**src/rtl/pslave_pkg.sv**
```systemverilog
package pslave_pkg;

  typedef enum logic [1:0] {
    IRQ_NONE  = 2'b00,
    IRQ_EVERY = 2'b01,
    IRQ_QUIET = 2'b10,
    IRQ_LAST  = 2'b11
  } irq_mode_e;

  // sequential pointer step with wrap at the bank size
  function automatic int unsigned ptr_step(input int unsigned p, input int unsigned n);
    return (p + 1 >= n) ? 0 : p + 1;
  endfunction

  // decides whether an access to buffer idx raises the interrupt
  function automatic logic irq_fire(input irq_mode_e m, input int unsigned idx,
                                    input int unsigned n);
    case (m)
      IRQ_EVERY: return 1'b1;
      IRQ_LAST:  return idx == n - 1;
      default:   return 1'b0;
    endcase
  endfunction

endpackage

```
**src/rtl/pslave_sync.sv**
```systemverilog
module pslave_sync #(
  parameter int STAGES = 2,
  parameter int W      = 3
) (
  input  logic         clk,
  input  logic         rst_n,
  input  logic [W-1:0] async_in,
  output logic [W-1:0] sync_o,
  output logic [W-1:0] prev_o
);
  logic [STAGES:0][W-1:0] pipe;

  always_ff @(posedge clk or negedge rst_n) begin
    if (!rst_n) pipe[0] <= '0;
    else        pipe[0] <= async_in;
  end

  for (genvar s = 1; s <= STAGES; s++) begin : g_stage
    always_ff @(posedge clk or negedge rst_n) begin
      if (!rst_n) pipe[s] <= '0;
      else        pipe[s] <= pipe[s-1];
    end
  end

  assign sync_o = pipe[STAGES-1];
  assign prev_o = pipe[STAGES];
endmodule

```
**src/rtl/pslave_bank.sv**
```systemverilog
module pslave_bank #(
  parameter int DW   = 8,
  parameter int NBUF = 4,
  localparam int AW  = $clog2(NBUF)
) (
  input  logic            clk,
  input  logic            rst_n,
  input  logic            fill_en,
  input  logic [AW-1:0]   fill_idx,
  input  logic [DW-1:0]   fill_data,
  input  logic            drain_en,
  input  logic [AW-1:0]   drain_idx,
  input  logic [AW-1:0]   view_idx,
  output logic [DW-1:0]   view_data,
  output logic [NBUF-1:0] holds
);
  logic [NBUF-1:0][DW-1:0] mem;

  for (genvar g = 0; g < NBUF; g++) begin : g_entry
    logic hit_fill, hit_drain;
    assign hit_fill  = fill_en  && (fill_idx  == AW'(g));
    assign hit_drain = drain_en && (drain_idx == AW'(g));

    // producer wins over consumer in the same cycle
    always_ff @(posedge clk or negedge rst_n) begin
      if (!rst_n)         holds[g] <= 1'b0;
      else if (hit_fill)  holds[g] <= 1'b1;
      else if (hit_drain) holds[g] <= 1'b0;
    end

    always_ff @(posedge clk or negedge rst_n) begin
      if (!rst_n)        mem[g] <= '0;
      else if (hit_fill) mem[g] <= fill_data;
    end
  end

  assign view_data = mem[view_idx];
endmodule

```
**src/rtl/pslave_irq.sv**
```systemverilog
module pslave_irq #(
  parameter int NBUF = 4,
  localparam int AW  = $clog2(NBUF)
) (
  input  logic                 clk,
  input  logic                 rst_n,
  input  pslave_pkg::irq_mode_e mode,
  input  logic                 rd_evt,
  input  logic [AW-1:0]        rd_idx,
  input  logic                 wr_evt,
  input  logic [AW-1:0]        wr_idx,
  output logic                 irq
);
  import pslave_pkg::*;
  logic fire;

  always_comb begin
    fire = 1'b0;
    if (rd_evt && irq_fire(mode, int'(rd_idx), NBUF)) fire = 1'b1;
    if (wr_evt && irq_fire(mode, int'(wr_idx), NBUF)) fire = 1'b1;
  end

  always_ff @(posedge clk or negedge rst_n) begin
    if (!rst_n) irq <= 1'b0;
    else        irq <= fire;
  end
endmodule

```
**src/rtl/pslave_port.sv**
```systemverilog
module pslave_port #(
  parameter int DW     = 8,
  parameter int NBUF   = 4,
  parameter int STAGES = 2,
  localparam int AW    = $clog2(NBUF)
) (
  input  logic            clk,
  input  logic            rst_n,
  input  logic            ext_cs,
  input  logic            ext_rd,
  input  logic            ext_wr,
  input  logic [AW-1:0]   ext_addr,
  input  logic [DW-1:0]   ext_din,
  output logic [DW-1:0]   ext_dout,
  output logic            ext_oe,
  input  logic            cfg_addressable,
  input  logic [1:0]      cfg_irq_mode,
  input  logic            host_load_en,
  input  logic [AW-1:0]   host_load_idx,
  input  logic [DW-1:0]   host_load_data,
  input  logic            host_take_en,
  input  logic [AW-1:0]   host_take_idx,
  output logic [DW-1:0]   host_take_data,
  output logic [NBUF-1:0] rbuf_empty,
  output logic [NBUF-1:0] wbuf_full,
  output logic            irq
);
  import pslave_pkg::*;

  localparam int B_RD = 0;
  localparam int B_WR = 1;
  localparam int B_CS = 2;

  logic [2:0] strb_sync, strb_prev;
  logic       rd_evt, wr_evt;
  logic [AW-1:0] rd_ptr, wr_ptr, rd_idx, wr_idx;
  logic [NBUF-1:0] rd_holds;

  pslave_sync #(.STAGES(STAGES), .W(3)) u_sync (
    .clk      (clk),
    .rst_n    (rst_n),
    .async_in ({ext_cs, ext_wr, ext_rd}),
    .sync_o   (strb_sync),
    .prev_o   (strb_prev)
  );

  // completion: synchronised strobe falls, chip select seen with its last high sample
  assign rd_evt = strb_prev[B_RD] && !strb_sync[B_RD] && strb_prev[B_CS];
  assign wr_evt = strb_prev[B_WR] && !strb_sync[B_WR] && strb_prev[B_CS];

  assign rd_idx = cfg_addressable ? ext_addr : rd_ptr;
  assign wr_idx = cfg_addressable ? ext_addr : wr_ptr;

  always_ff @(posedge clk or negedge rst_n) begin
    if (!rst_n) begin
      rd_ptr <= '0;
      wr_ptr <= '0;
    end else if (!cfg_addressable) begin
      if (rd_evt) rd_ptr <= AW'(ptr_step(int'(rd_ptr), NBUF));
      if (wr_evt) wr_ptr <= AW'(ptr_step(int'(wr_ptr), NBUF));
    end
  end

  pslave_bank #(.DW(DW), .NBUF(NBUF)) u_rbank (
    .clk       (clk),
    .rst_n     (rst_n),
    .fill_en   (host_load_en),
    .fill_idx  (host_load_idx),
    .fill_data (host_load_data),
    .drain_en  (rd_evt),
    .drain_idx (rd_idx),
    .view_idx  (rd_idx),
    .view_data (ext_dout),
    .holds     (rd_holds)
  );

  pslave_bank #(.DW(DW), .NBUF(NBUF)) u_wbank (
    .clk       (clk),
    .rst_n     (rst_n),
    .fill_en   (wr_evt),
    .fill_idx  (wr_idx),
    .fill_data (ext_din),
    .drain_en  (host_take_en),
    .drain_idx (host_take_idx),
    .view_idx  (host_take_idx),
    .view_data (host_take_data),
    .holds     (wbuf_full)
  );

  assign rbuf_empty = ~rd_holds;
  assign ext_oe     = ext_cs && ext_rd;

  pslave_irq #(.NBUF(NBUF)) u_irq (
    .clk    (clk),
    .rst_n  (rst_n),
    .mode   (irq_mode_e'(cfg_irq_mode)),
    .rd_evt (rd_evt),
    .rd_idx (rd_idx),
    .wr_evt (wr_evt),
    .wr_idx (wr_idx),
    .irq    (irq)
  );
endmodule

```
**config.mk**
```make
export PLATFORM = sky130hd
export DESIGN_NAME = pslave_port
export DESIGN_NICKNAME = d
export VERILOG_FILES = /design/src/rtl/pslave_pkg.sv /design/src/rtl/pslave_sync.sv /design/src/rtl/pslave_bank.sv /design/src/rtl/pslave_irq.sv /design/src/rtl/pslave_port.sv
export SDC_FILE = /design/constraint.sdc
export NUM_CORES = 1
export LEC_CHECK = 0
export ABC_AREA = 1
export BUFFER_PORTS_ARGS = -buffer_cell sky130_fd_sc_hd__buf_2
export CAP_MARGIN = 5
export CORE_ASPECT_RATIO = 1.1
export CORE_MARGIN = 2
export CORE_UTILIZATION = 51
export DETAILED_ROUTE_END_ITERATION = 10
export PLACE_DENSITY = 0.75
export SLEW_MARGIN = 20
export SYNTH_ARGS = -nofsm -noshare
export SYNTH_HDL_FRONTEND = slang
export SYNTH_SLANG_ARGS = --single-unit
export TNS_END_PERCENT = 1
```
**constraint.sdc**
```tcl
create_clock -name clk -period 1.2 [get_ports clk]
set_input_delay 0.06 -clock clk [delete_from_list [all_inputs] [get_ports clk]]
set_output_delay 0.06 -clock clk [all_outputs]
set_load 0.03 [all_outputs]
```
# --- After elaboration in Yosys (flattened, before gate mapping) ---
# Index checks and enable logic that the tools add are counted.
totals:
  reg_bits: 86
  in_bits: 32
  wordCells: 111
op_classes:
  addsub: 2
  magnitude_cmp: 4
  eq_ne: 14
  mux: 28
  n_bitwise: 2
  reduce_logical: 39
ops:
  columns: ["op", "count"]
  rows:
  - ["binary-select mux 8 bit (select 2 bit)", 2]
  - ["logical AND 1 bit", 23]
  - ["== test 2 bit, second input constant", 9]
  - ["2-to-1 mux 1 bit", 18]
  - ["2-to-1 mux 8 bit", 2]
  - ["nonzero test 2 bit", 8]
  - ["== test 2 x 1 -> 1 bit, second input constant", 5]
  - ["logical NOT 2 bit", 4]
  - ["2-to-1 mux 2 bit", 4]
  - ["adder 2 x 1 -> 3 bit, second input constant", 2]
  - ["greater-or-equal comparator 3 bit, second input constant", 2]
  - ["< comparator 2 x 3 -> 1 bit, second input constant", 2]
  - ["inverter 4 bit", 1]
  - ["one-hot mux 1 bit (2 select lines)", 2]
  - ["AND reduction 2 bit", 2]
  - ["logical NOT 1 bit", 2]
  - ["inverter 1 bit", 1]

# --- Depth between registers and ports, before layout ---
# Gate-level depths: netlist of run 1.
logic_depth:
  word_depth: 6
  mapped_depth: 9

# --- By module ---
# From an unflattened synthesis of run 1, not the netlist that was laid out.
hier_totals:
  cells_unflattened: 573
  area_unflattened_um2: 4483.0
by_module_without_submodules:
  columns: ["module", "instances", "cells_per_inst", "area_each_um2"]
  rows:
  - ["pslave_bank", 2, 253, 1935.6]
  - ["pslave_port", 1, 43, 284.0]
  - ["pslave_sync", 1, 15, 270.3]
  - ["pslave_irq", 1, 9, 57.6]

# --- Least setup slack after synthesis of run 1 ---
# No wires, ideal clock.
synth_timing:
  kind: "reg-to-reg"
  start: "register u_sync.pipe, in the netlist u_sync.sync_o[1]"
  end: "register u_wbank.mem[7] (netlist bit)"
  setup_time_ps: 121
  arrival_time_ps: 1095
  required_ps: 1079
  slack_ps: -16
  path_stages_with_launch: 8
  path_buffers: 1
  period_less_slack_ps: 1216
  path_cell_list: "dfrtp_1 inv_1 nand3_1 nor2_8 nand2_4 buf_6 nand2_2 o21ai_2"
synth_between:
  elab_chain_cells: 4
synth_rtl:
  columns: ["item", "line_no", "rtl"]
  rows:
  - ["from (decl)", "pslave_sync.sv:11", "logic [STAGES:0][W-1:0] pipe;"]
  - ["from (signal, indexed assignment)", "pslave_sync.sv:21", "else pipe[s] <= pipe[s-1];"]
  - ["logical NOT 1 bit", "pslave_port.sv:49", "assign wr_evt = strb_prev[B_WR] && !strb_sync[B_WR] && strb_prev[B_CS];"]
  - ["logical AND 1 bit (2 in a row)", "pslave_port.sv:49", null]
  - ["logical AND 1 bit", "pslave_bank.sv:21", "assign hit_fill = fill_en && (fill_idx == AW'(g));"]
  - ["to (signal, indexed assignment)", "pslave_bank.sv:33", "else if (hit_fill) mem[g] <= fill_data;"]
  - ["to (decl)", "pslave_bank.sv:17", "logic [NBUF-1:0][DW-1:0] mem;"]
# Every way passes these cells.
# A chain may end at the register's enable or synchronous reset.

# --- Worst setup path after layout of run 1 ---
layout_timing:
  start: "register rd_ptr[0]"
  end: "output ext_dout[6]"
layout_between:
  elab_chain_cells: 3
layout_rtl:
  columns: ["item", "line_no", "rtl"]
  rows:
  - ["from (decl)", "pslave_port.sv:36", "logic [AW-1:0] rd_ptr, wr_ptr, rd_idx, wr_idx;"]
  - ["from (signal assigned)", "pslave_port.sv:59", "if (rd_evt) rd_ptr <= AW'(ptr_step(int'(rd_ptr), NBUF));"]
  - ["2-to-1 mux 2 bit", "pslave_port.sv:51", "assign rd_idx = cfg_addressable ? ext_addr : rd_ptr;"]
  - ["binary-select mux 8 bit (select 2 bit)", "pslave_bank.sv:37", "assign view_data = mem[view_idx];"]
  - ["2-to-1 mux 8 bit (not written as such)", "pslave_bank.sv:37", null]
  - ["to (decl)", "pslave_port.sv:14", "output logic [DW-1:0] ext_dout,"]
# Every way passes these cells. The select of a mux whose other input is x is not followed.

==> out/results.ini, run 1 <==
[timing]
fin_ws_ps=-313
setup_viol_count_final=29
tightest_slew_ps=539
max_freq_mhz=661
slew_violations=0
period_needed_ps=1510
max_slew_margin_pct=64.0
hold_slack_ps=19.5
rsz0062_at_grt=true
period_share_pct=126
finClkSkew_ps=5.84
hold_viol=0

[synthesis]
yosysTopAreaCell=dfrtp_1
synth_area_per_cell_um2=8.77
synth-seq-cells=86
synth_cell_types=21
synth_area_um2=3900
ys_seq_area_share_pct=55.2
ys_top_cells_by_area=dfrtp_1 55%, nand2_1 19%, o21ai_2 5.4%
synthCells=445
syn-num-nets=479
ys_async_sr_fraction_pct=100
yosysMostFrequentCell=nand2_1
yosys_warnings=0
yosysTopAreaCellShare_pct=55.2
synthFlopType=dfrtp_1
synth_enable_flop_cells=0
synthTopCellsByCount=195 x nand2_1, 86 x dfrtp_1, 34 x o21ai_0

[critical_path]
crit_type=reg -> out
arrival_ps=1450
crit_fanout=18
crit_top_cell=nand2_1
critPathMaxStageDelay_ps=390
required_ps=1140
cp_top_family=simple AND/OR/NAND/NOR gates
path_buf_inv=2
cp_cell_sequence=nand2_2 > nand2_4 > buf_12 > nand2_1 > nand2_1 > nand2_1 > nand2_2 > buf_6
start_kind=flop
end_kind=output port
cpMaxStageDelayCell=dfrtp_1

[die]
fp.dieW_um=87.4
io_pins=58
core_um2=7430
die-area_um2=8370
num_rows=33
die_h_um=95.7
initial_utilization_pct=52.5

[layout]
instances_no_fill=620
fin_nets=563
n_antenna_cell=0
n_fill_cell=619
area_delta_synth_final_pct=24.3
multiInputGateArea_um2=1590
drive_gt1_share_pct=27.4
seq_area_um2=2150

[route]
drtIter0Drc=130
vias=3165
first_pass_iters=5
via_per_inst=5.10
drc=0
drtAntennaViolNets=0
routed_wl_mm=8.31
avgRoutedWirePerCell_um=13.4

[clocking]
cts_sinks=86
clk_path_buf_depth=2
cts-root-buf=clkbuf_8
clk_transition_reported_paths_ps=80
clkLatencyLatePin_ps=350
cts_tree=yes
htree_levels=3
cts_made_buffers=9

[global_route]
grtUsageTotal_pct=21.6
grt_max_degree=33
overflow=0
grt_pass1_vias=3180
antenna_found_initial=0
grt_pass1_wl_mm=14.1

[job]
drv_cap=0

[power]
power_density_nw_per_um2=1730
power.leakage_nw=2.57
vdd.ir_drop.worst_mv=0.916

[placement]
io_buffers=57
dpl.cell_count=599
place_congestion=0.804
dp_hpwl_mm=5.63

[outcome]
failed_checks=setup timing
status=finished, violations left

[min_path]
hp-class=in -> reg

-- sequential cells by signal, indices dropped and copies added (netlist names) --
register       cells
u_rbank.mem       32
u_wbank.mem       32
u_rbank.holds      4
u_wbank.holds      4
u_sync.pipe        3
u_sync.prev_o      3
u_sync.sync_o      3
rd_ptr             2
wr_ptr             2
u_irq.irq          1
-- final cells by class --
class                   instances  share of cell area [%]
multi-input cells             312                    32.7
repair buffers                 85                    13.5
clock buffers                  11                    2.71
inverters                      35                    2.94
well taps                      87                    2.24
clock inverters                 4                    1.50
flip-flops and latches         86                    44.4
-- worst reg2reg max path: stages (launching register included) --
cell	delay, ps
dfrtp_1	430
inv_1	90
nand3_2	120
nor2_8	180
nand2_8	140
nand2_1	110
o21ai_2	50
-- worst paths after layout --
kind | start | slack (ps) | cells past startpoint | end
max | rd_ptr[0]$_DFFE_PN0P_ | -310 | 8 | ext_dout[6]
min reg2reg | u_sync.pipe[1]$_DFF_PN0_ | 350 | 0 | u_sync.sync_o[1]$_DFF_PN0_
min | host_load_data[5] | 20 | 3 | u_rbank.mem[21]$_DFFE_PN0P_
max in group asynchronous | rst_n | 490 | 3 | u_wbank.mem[18]$_DFFE_PN0P_
min in group asynchronous | rst_n | 200 | 2 | u_wbank.mem[1]$_DFFE_PN0P_
max reg2reg | u_sync.sync_o[1]$_DFF_PN0_ | -30 | 6 | u_wbank.mem[12]$_DFFE_PN0P_
-- repair_timing --
item | CTS | global route
resized for setup | 41 | 12
pin swaps | 4 | 2
hold buffers | 5 | 0
setup endpoints to repair | 34 | 52
setup buffers | 1 | 0
hold endpoints to repair | 34 | 0
-- through the flow --
step	util, %	TNS (ps)	area (um2)	total power, mW	setup slack [ps]
after CTS	64.8	-3310	4810	8.38	-335
after detailed placement	59.3	-1030	4410	6.01	-63.6
after global routing	65.3	-5920	4850	8.88	-410
after floorplan	-	0	3910	5.38	27.5
final	65.3	-2860	4850	8.37	-313
after global placement	59.3	-419	4410	5.91	-41.5
-- cells by family (layout without fill, tap and decap cells) --
group,after synthesis,count (layout),share of synthesized area (%)
fa+ha+maj,2,2,0.641
simple gates,235,235,25.8
buf+inv,47,135,5.97
flops,86,86,55.2
compound gates,75,75,12.4
-- report_power, final --
group          leakage [nW]  internal [mW]  switching [mW]  total, mW
Sequential             1.07           3.51           0.373       3.88
Combinational          1.40          0.965            1.41       2.37
Clock                0.0994           1.16           0.961       2.12
Total                  2.57           5.63            2.74       8.37
-- cell usage in the layout (no fill, tap or decap), drive strengths merged --
master	n
clkinvlp	1
buf	80
ha	2
dfrtp	86
nor2	10
clkinv	2
inv	34
clkbuf	11
bufinv	2
nand2	205
o21ai	67
a22oi	8
nand3	20
dlygate4sd3	5
-- metal layers --
| layer | global-route usage [%] | wire length (um) |
|---|---|---|
| met5 | 0 | 0 |
| met2 | 37.2 | 4110 |
| met4 | 9.62 | 165 |
| met3 | 2.66 | 410 |
| met1 | 27.4 | 3620 |
(Power assumes the default switching activity.)
==> inputs of run 2 (changes only) <==
--- a/config.mk
+++ b/config.mk
@@ -10,11 +10,12 @@
 export CAP_MARGIN = 5
 export CORE_ASPECT_RATIO = 1.1
 export CORE_MARGIN = 2
-export CORE_UTILIZATION = 51
+export CORE_UTILIZATION = 52
 export DETAILED_ROUTE_END_ITERATION = 10
-export PLACE_DENSITY = 0.75
+export PLACE_DENSITY = 0.76
 export SLEW_MARGIN = 20
 export SYNTH_ARGS = -nofsm -noshare
 export SYNTH_HDL_FRONTEND = slang
+export SYNTH_HIERARCHICAL = 1
 export SYNTH_SLANG_ARGS = --single-unit
 export TNS_END_PERCENT = 1
==> out/results.ini, run 2 <==
[layout]
drive_gt1_share_pct=28.7  ; was 27.4%
n_fill_cell=631  ; was 619
n_antenna_cell=0  ; unchanged
final_common_cell=nand2_1  ; unchanged
reg_top3=u_rbank/mem: 32 flops, u_wbank/mem: 32 flops  ; was u_rbank.mem: 32 flops, u_wbank.mem: 32 flops
instances_no_fill=774  ; was 620
final_cell_mix=203 x nand2_1, 90 x inv_1, 86 x dfrtp_1, 40 x buf_2, 35 x nand3_1  ; was 189 x nand2_1, 86 x dfrtp_1, 40 x buf_2, 34 x o21ai_0, 31 x inv_1
fin_util_pct=69.6  ; was 65.3%
area_delta_synth_final_pct=30.1  ; was 24.3%
seq_area_um2=2150  ; unchanged
multiInputGateArea_um2=2000  ; was 1590 um2
fin_nets=692  ; was 563

[die]
num_rows=35  ; was 33
fp.dieW_um=92.5  ; was 87.4 um
die-area_um2=9370  ; was 8370 um2
initial_utilization_pct=53.5  ; was 52.5%
core_um2=8360  ; was 7430 um2
io_pins=58  ; unchanged
die_h_um=101  ; was 95.7 um

[timing]
tightest_slew_ps=376  ; was 539 ps
max_slew_margin_pct=74.9  ; was 64.0%
slew_violations=0  ; unchanged
finClkSkew_ps=4.23  ; was 5.84 ps
period_share_pct=131  ; was 126%
fin_ws_ps=-371  ; was -313 ps
rsz0062_at_grt=true  ; unchanged
fin_tns_setup_ps=-3510  ; was -2860 ps
max_freq_mhz=637  ; was 661 MHz
setup_viol_count_final=30  ; was 29
period_needed_ps=1570  ; was 1510 ps
hold_viol=0  ; unchanged

[clocking]
clkLatencyLatePin_ps=350  ; about the same
htree_levels=3  ; unchanged
cts_made_buffers=9  ; unchanged
clk_path_buf_depth=2  ; unchanged
cts-root-buf=clkbuf_8  ; unchanged
clk_transition_reported_paths_ps=80  ; about the same
cts_tree=yes  ; unchanged
cts_sinks=86  ; unchanged

[route]
avgRoutedWirePerCell_um=14.6  ; was 13.4 um
dr.max_layer_used=met4  ; unchanged
first_pass_iters=5  ; unchanged
drtAntennaViolNets=0  ; unchanged
via_per_inst=5.23  ; was 5.10
drtIter0Drc=161  ; was 130
routed_wl_mm=11.3  ; was 8.31 mm
wl_met1_mm=4.45  ; was 3.62 mm
route.met3.wl_um=708  ; was 410 um
wl_met2_mm=5.82  ; was 4.11 mm
vias=4048  ; was 3165
drc=0  ; unchanged

[global_route]
grt_pass1_wl_mm=18.2  ; was 14.1 mm
overflow=0  ; unchanged
grt_pass1_vias=3963  ; was 3180
antenna_found_initial=0  ; unchanged
grtUsageTotal_pct=24.6  ; was 21.6%
grt_max_degree=38  ; was 33

[job]
drv_cap=0  ; unchanged

[power]
power_mw=9.28  ; was 8.37 mW
vdd.ir_drop.worst_mv=1.05  ; was 0.916 mV
power.leakage_nw=3.20  ; was 2.57 nW
power_density_nw_per_um2=1590  ; was 1730 nW/um2

[min_path]
holdPathStages=5  ; was 3
worst_hold_path.endpoint=u_irq/irq$_DFF_PN0_  ; was u_rbank.mem[21]$_DFFE_PN0P_
hp-class=in -> reg  ; unchanged
min_from=cfg_irq_mode[0]  ; was host_load_data[5]

[outcome]
status=finished, violations left  ; unchanged
failed_checks=setup timing  ; unchanged

[critical_path]
required_ps=1140  ; about the same
arrival_ps=1510  ; was 1450 ps
reg2reg_from=wr_ptr[0]$_DFFE_PN0P_  ; was u_sync.sync_o[1]$_DFF_PN0_
r2r-end=u_wbank/mem[6]$_DFFE_PN0P_  ; was u_wbank.mem[12]$_DFFE_PN0P_
start_kind=flop  ; unchanged
ff2ff_path_depth=7  ; was 6
crit_fanout=8  ; was 18
crit_type=reg -> out  ; unchanged
end_kind=output port  ; unchanged
rrSetupSlack_ps=-60  ; was -30 ps

[placement]
place_congestion=0.860  ; was 0.804
dp_hpwl_mm=7.19  ; was 5.63 mm
dpl.cell_count=733  ; was 599
dp_slack_ps=-55.3  ; was -63.6 ps
io_buffers=57  ; unchanged

[synthesis]
synth_area_um2=4480  ; was 3900 um2
synth_area_per_cell_um2=7.82  ; was 8.77 um2
syn-num-nets=606  ; was 479
synthCells=572  ; was 445
yosys_warnings=6  ; was 0

==> run 2: through the flow <==
step           cell area, um2  hold WS [ps]
2_1_floorplan            4520          -236
3_3_place_gp             4990         -11.2
3_5_place_dp             4990         -8.90
4_1_cts                  5630          1.60
5_1_grt                  5820          26.4
6_report                 5820          34.2
==> run 2: worst max-delay path by stage <==
stage,startpoint,to,slack (ps)
2_1_floorplan,u_sync/sync_o[1]$_DFF_PN0_,u_wbank/mem[30]$_DFFE_PN0P_,-50
3_3_place_gp,u_sync/prev_o[2]$_DFF_PN0_,u_wbank/mem[29]$_DFFE_PN0P_,-20
3_5_place_dp,rd_ptr[0]$_DFFE_PN0P_,ext_dout[7],-60
4_1_cts,rd_ptr[0]$_DFFE_PN0P_,ext_dout[0],-350
5_1_grt,rd_ptr[0]$_DFFE_PN0P_,ext_dout[0],-440
6_report,rd_ptr[0]$_DFFE_PN0P_,ext_dout[1],-370
==> run 2: per-layer routing <==
| layer | up-vias | GRT usage (%) |
|---|---|---|
| met5 | - | 0 |
| li1 | 1941 | - |
| met3 | 25 | 5.06 |
| met2 | 153 | 44.5 |
| met4 | 0 | 9.53 |
| met1 | 1929 | 28.9 |
==> run 2: where the power goes <==
part           internal, mW  switching, mW
clock                  1.29           1.04
combinational          1.24           1.89
sequential             3.49          0.341
==> run 2: worst max-delay path, cell delays in order (launching register included) <==
cell and delay, ps:
dfrtp_1 410, nand2_2 120, nand2_8 100, buf_16 170
nand2_2 80, nand3_2 70, nand2_2 90, buf_6 130
==> run 2: layout make-up <==
class                           count  area share [%]
Sequential cell                    86            37.0
Inverter                           99            6.55
Clock buffer                       11            2.60
Timing Repair Buffer              100            15.7
Multi-Input combinational cell    362            34.4
Clock inverter                      5            1.40
Tap cell                          111            2.39
==> run 2: what timing repair did <==
item                                   CTS  global route
buffers inserted                         0             2
cloned                                   1             1
pin swaps                               14            26
hold buffers                            21             0
setup endpoints to repair               33            53
endpoints found under the hold margin  151             0
resized for setup                       53            40
==> inputs of run 3 (changes only) <==
--- a/config.mk
+++ b/config.mk
@@ -13,6 +13,7 @@
 export CORE_UTILIZATION = 52
 export DETAILED_ROUTE_END_ITERATION = 10
 export PLACE_DENSITY = 0.76
+export REMOVE_ABC_BUFFERS = 1
 export SLEW_MARGIN = 20
 export SYNTH_ARGS = -nofsm -noshare
 export SYNTH_HDL_FRONTEND = slang
==> out/results.ini, run 3 (same netlist as run 2, synthesis figures left out) <==
[placement]
placed_cell_area_um2=4950  ; was 4990 um2
dp_hpwl_mm=7.14  ; was 7.19 mm
dpl.cell_count=735  ; was 733
io_buffers=57  ; unchanged
place_congestion=0.823  ; was 0.860

[clocking]
clkLatencyLatePin_ps=360  ; was 350 ps
htree_levels=3  ; unchanged
cts_sinks=86  ; unchanged
cts_made_buffers=9  ; unchanged
clk_path_buf_depth=2  ; unchanged
cts_tree=yes  ; unchanged
clk_transition_reported_paths_ps=90  ; was 80 ps
cts-root-buf=clkbuf_8  ; unchanged

[critical_path]
path_depth=7  ; unchanged
crit_type=reg -> out  ; unchanged
r2r-end=u_irq/irq$_DFF_PN0_  ; was u_wbank/mem[6]$_DFFE_PN0P_
cp_cell_sequence=nand2_2 > nand2_4 > clkbuf_16 > nand2_2 > nand3_2 > nand2_2 > buf_6  ; was nand2_2 > nand2_8 > buf_16 > nand2_2 > nand3_2 > nand2_2 > buf_6
ff2ff_path_depth=8  ; was 7
start_kind=flop  ; unchanged
end_kind=output port  ; unchanged
crit_fanout=8  ; unchanged
crit_top_cell=nand2_2  ; unchanged
reg2reg_from=rd_ptr[0]$_DFFE_PN0P_  ; was wr_ptr[0]$_DFFE_PN0P_
required_ps=1140  ; about the same
cpMaxStageDelayCell=dfrtp_1  ; unchanged
cp_top_family=simple AND/OR/NAND/NOR gates  ; unchanged
rrSetupSlack_ps=-130  ; was -60 ps
arrival_ps=1510  ; about the same
path_buf_inv=2  ; unchanged
critPathMaxStageDelay_ps=400  ; was 410 ps

[die]
die-area_um2=9370  ; unchanged
core_um2=8360  ; unchanged
io_pins=58  ; unchanged
fp.dieW_um=92.5  ; unchanged
initial_utilization_pct=53.5  ; unchanged
num_rows=35  ; unchanged
die_h_um=101  ; unchanged

[timing]
max_freq_mhz=638  ; was 637 MHz
hold_viol=0  ; unchanged
max_slew_margin_pct=73.2  ; was 74.9%
fin_ws_ps=-367  ; was -371 ps
slew_violations=0  ; unchanged
period_needed_ps=1570  ; about the same
period_share_pct=131  ; about the same
rsz0062_at_grt=true  ; unchanged
finClkSkew_ps=11.2  ; was 4.23 ps
setup_viol_count_final=27  ; was 30
tightest_slew_ps=402  ; was 376 ps

[power]
pwr-share-seq_pct=41.6  ; was 41.3%
vdd.ir_drop.worst_mv=1.20  ; was 1.05 mV
netSwitchingPower_mw=3.28  ; was 3.27 mW
power_mw=9.19  ; was 9.28 mW
power_frac_clock_pct=24.6  ; was 25.1%
power_density_nw_per_um2=1590  ; about the same
swShare_pct=35.7  ; was 35.2%
p_comb_share_pct=33.8  ; was 33.6%
internal_power_mw=5.90  ; was 6.02 mW
power.leakage_nw=3.18  ; was 3.20 nW

[route]
drc=0  ; unchanged
drtAntennaViolNets=0  ; unchanged
first_pass_iters=4  ; was 5
avgRoutedWirePerCell_um=14.5  ; was 14.6 um
drtIter0Drc=397  ; was 161
vias=4010  ; was 4048
routed_wl_mm=11.3  ; about the same
via_per_inst=5.16  ; was 5.23

[layout]
seq_area_um2=2150  ; unchanged
fin_nets=695  ; was 692
n_fill_cell=629  ; was 631
reg_top3=u_rbank/mem: 32 flops, u_wbank/mem: 32 flops  ; unchanged
area_delta_synth_final_pct=28.7  ; was 30.1%
n_antenna_cell=0  ; unchanged
instances_no_fill=777  ; was 774
drive_gt1_share_pct=27.2  ; was 28.7%
final_cell_mix=211 x nand2_1, 90 x inv_1, 86 x dfrtp_1, 42 x nand3_1, 40 x buf_2  ; was 203 x nand2_1, 90 x inv_1, 86 x dfrtp_1, 40 x buf_2, 35 x nand3_1
final_common_cell=nand2_1  ; unchanged
final_area_um2=5760  ; was 5820 um2
multiInputGateArea_um2=1950  ; was 2000 um2

[min_path]
worst_hold_path.endpoint=u_wbank/holds[1]$_DFFE_PN0P_  ; was u_irq/irq$_DFF_PN0_
holdPathStages=4  ; was 5
hp-class=in -> reg  ; unchanged
min_from=host_take_en  ; was cfg_irq_mode[0]

[global_route]
overflow=0  ; unchanged
use_met1_pct=32.3  ; was 28.9%
grtUsageTotal_pct=23.5  ; was 24.6%
use_met2_pct=38.5  ; was 44.5%
grt_pass1_wl_mm=17.4  ; was 18.2 mm
grt_max_degree=41  ; was 38
grt_pass1_vias=3701  ; was 3963
grt-busiest-layer=met2  ; unchanged
gr-usage-met3_pct=2.98  ; was 5.06%
antenna_found_initial=0  ; unchanged

[job]
drv_cap=0  ; unchanged

[outcome]
failed_checks=setup timing  ; unchanged
status=finished, violations left  ; unchanged

-- run 3: cell count changes in the layout (fill, tap and decap cells not counted), moves of 2 or more --
cell / delta
buf_12: -2
nand3_1: +7
nand3_2: -7
nand2_2: -7
nand2_1: +8
inv_4: -2
inv_2: +2
buf_4: +3
clkbuf_8: -2
buf_6: +2
-- run 3: worst max-delay path by stage --
stage,start,endpoint,slack [ps]
after floorplan,u_sync/sync_o[1]$_DFF_PN0_,u_wbank/mem[24]$_DFFE_PN0P_,-300
after global placement,rd_ptr[0]$_DFFE_PN0P_,ext_dout[1],5
after detailed placement,cfg_addressable,u_wbank/mem[29]$_DFFE_PN0P_,-50
after CTS,rd_ptr[0]$_DFFE_PN0P_,ext_dout[1],-320
after global routing,rd_ptr[0]$_DFFE_PN0P_,ext_dout[4],-420
final,rd_ptr[0]$_DFFE_PN0P_,ext_dout[4],-370
-- run 3: cell type report --
| cell class | count | area share, % |
|---|---|---|
| clock buffer | 9 | 2.15 |
| clock inverter | 7 | 1.69 |
| inverter | 99 | 6.54 |
| multi-input combinational | 362 | 33.9 |
| sequential | 86 | 37.4 |
| tap | 111 | 2.41 |
| timing repair buffer | 103 | 16.0 |
-- run 3: through the flow --
stage	TNS (ps)	hold slack [ps]	util [%]	worst slack [ps]
6_report	-3420	14.8	68.9	-367
5_1_grt	-7050	41.7	68.9	-415
4_1_cts	-2780	4.44	65.6	-316
3_5_place_dp	-335	-72.4	59.1	-53.2
3_3_place_gp	0	-75.1	59.1	4.72
2_1_floorplan	-9210	-236	-	-300
-- run 3: layer usage --
metal,vias up,wire (um)
li1,1941,-
met1,1916,4790
met2,141,5600
met3,12,745
met4,0,127
met5,-,0
-- run 3: power by group through the flow --
stage	combinational [mW]	clock, mW	sequential [mW]
after global placement	2.43	0	3.83
after global routing	3.43	2.40	3.88
final	3.11	2.26	3.82
after detailed placement	2.52	0	3.86
after floorplan	1.62	0	3.85
after CTS	2.77	2.30	3.81
-- run 3: what timing repair did --
action                                 4_1_cts  5_1_grt
setup buffers                                0        3
gates resized for setup                     37       53
hold buffers                                21        0
setup endpoints to repair                   27       50
pin swaps                                    6       28
endpoints found under the hold margin      137        0
cloned                                       0        2
-- run 3: worst min-delay path, delay by kind of cell --
family                 cells  cell delay (ps)
buffers and inverters      1              110
AND/OR/NAND/NOR            3              170
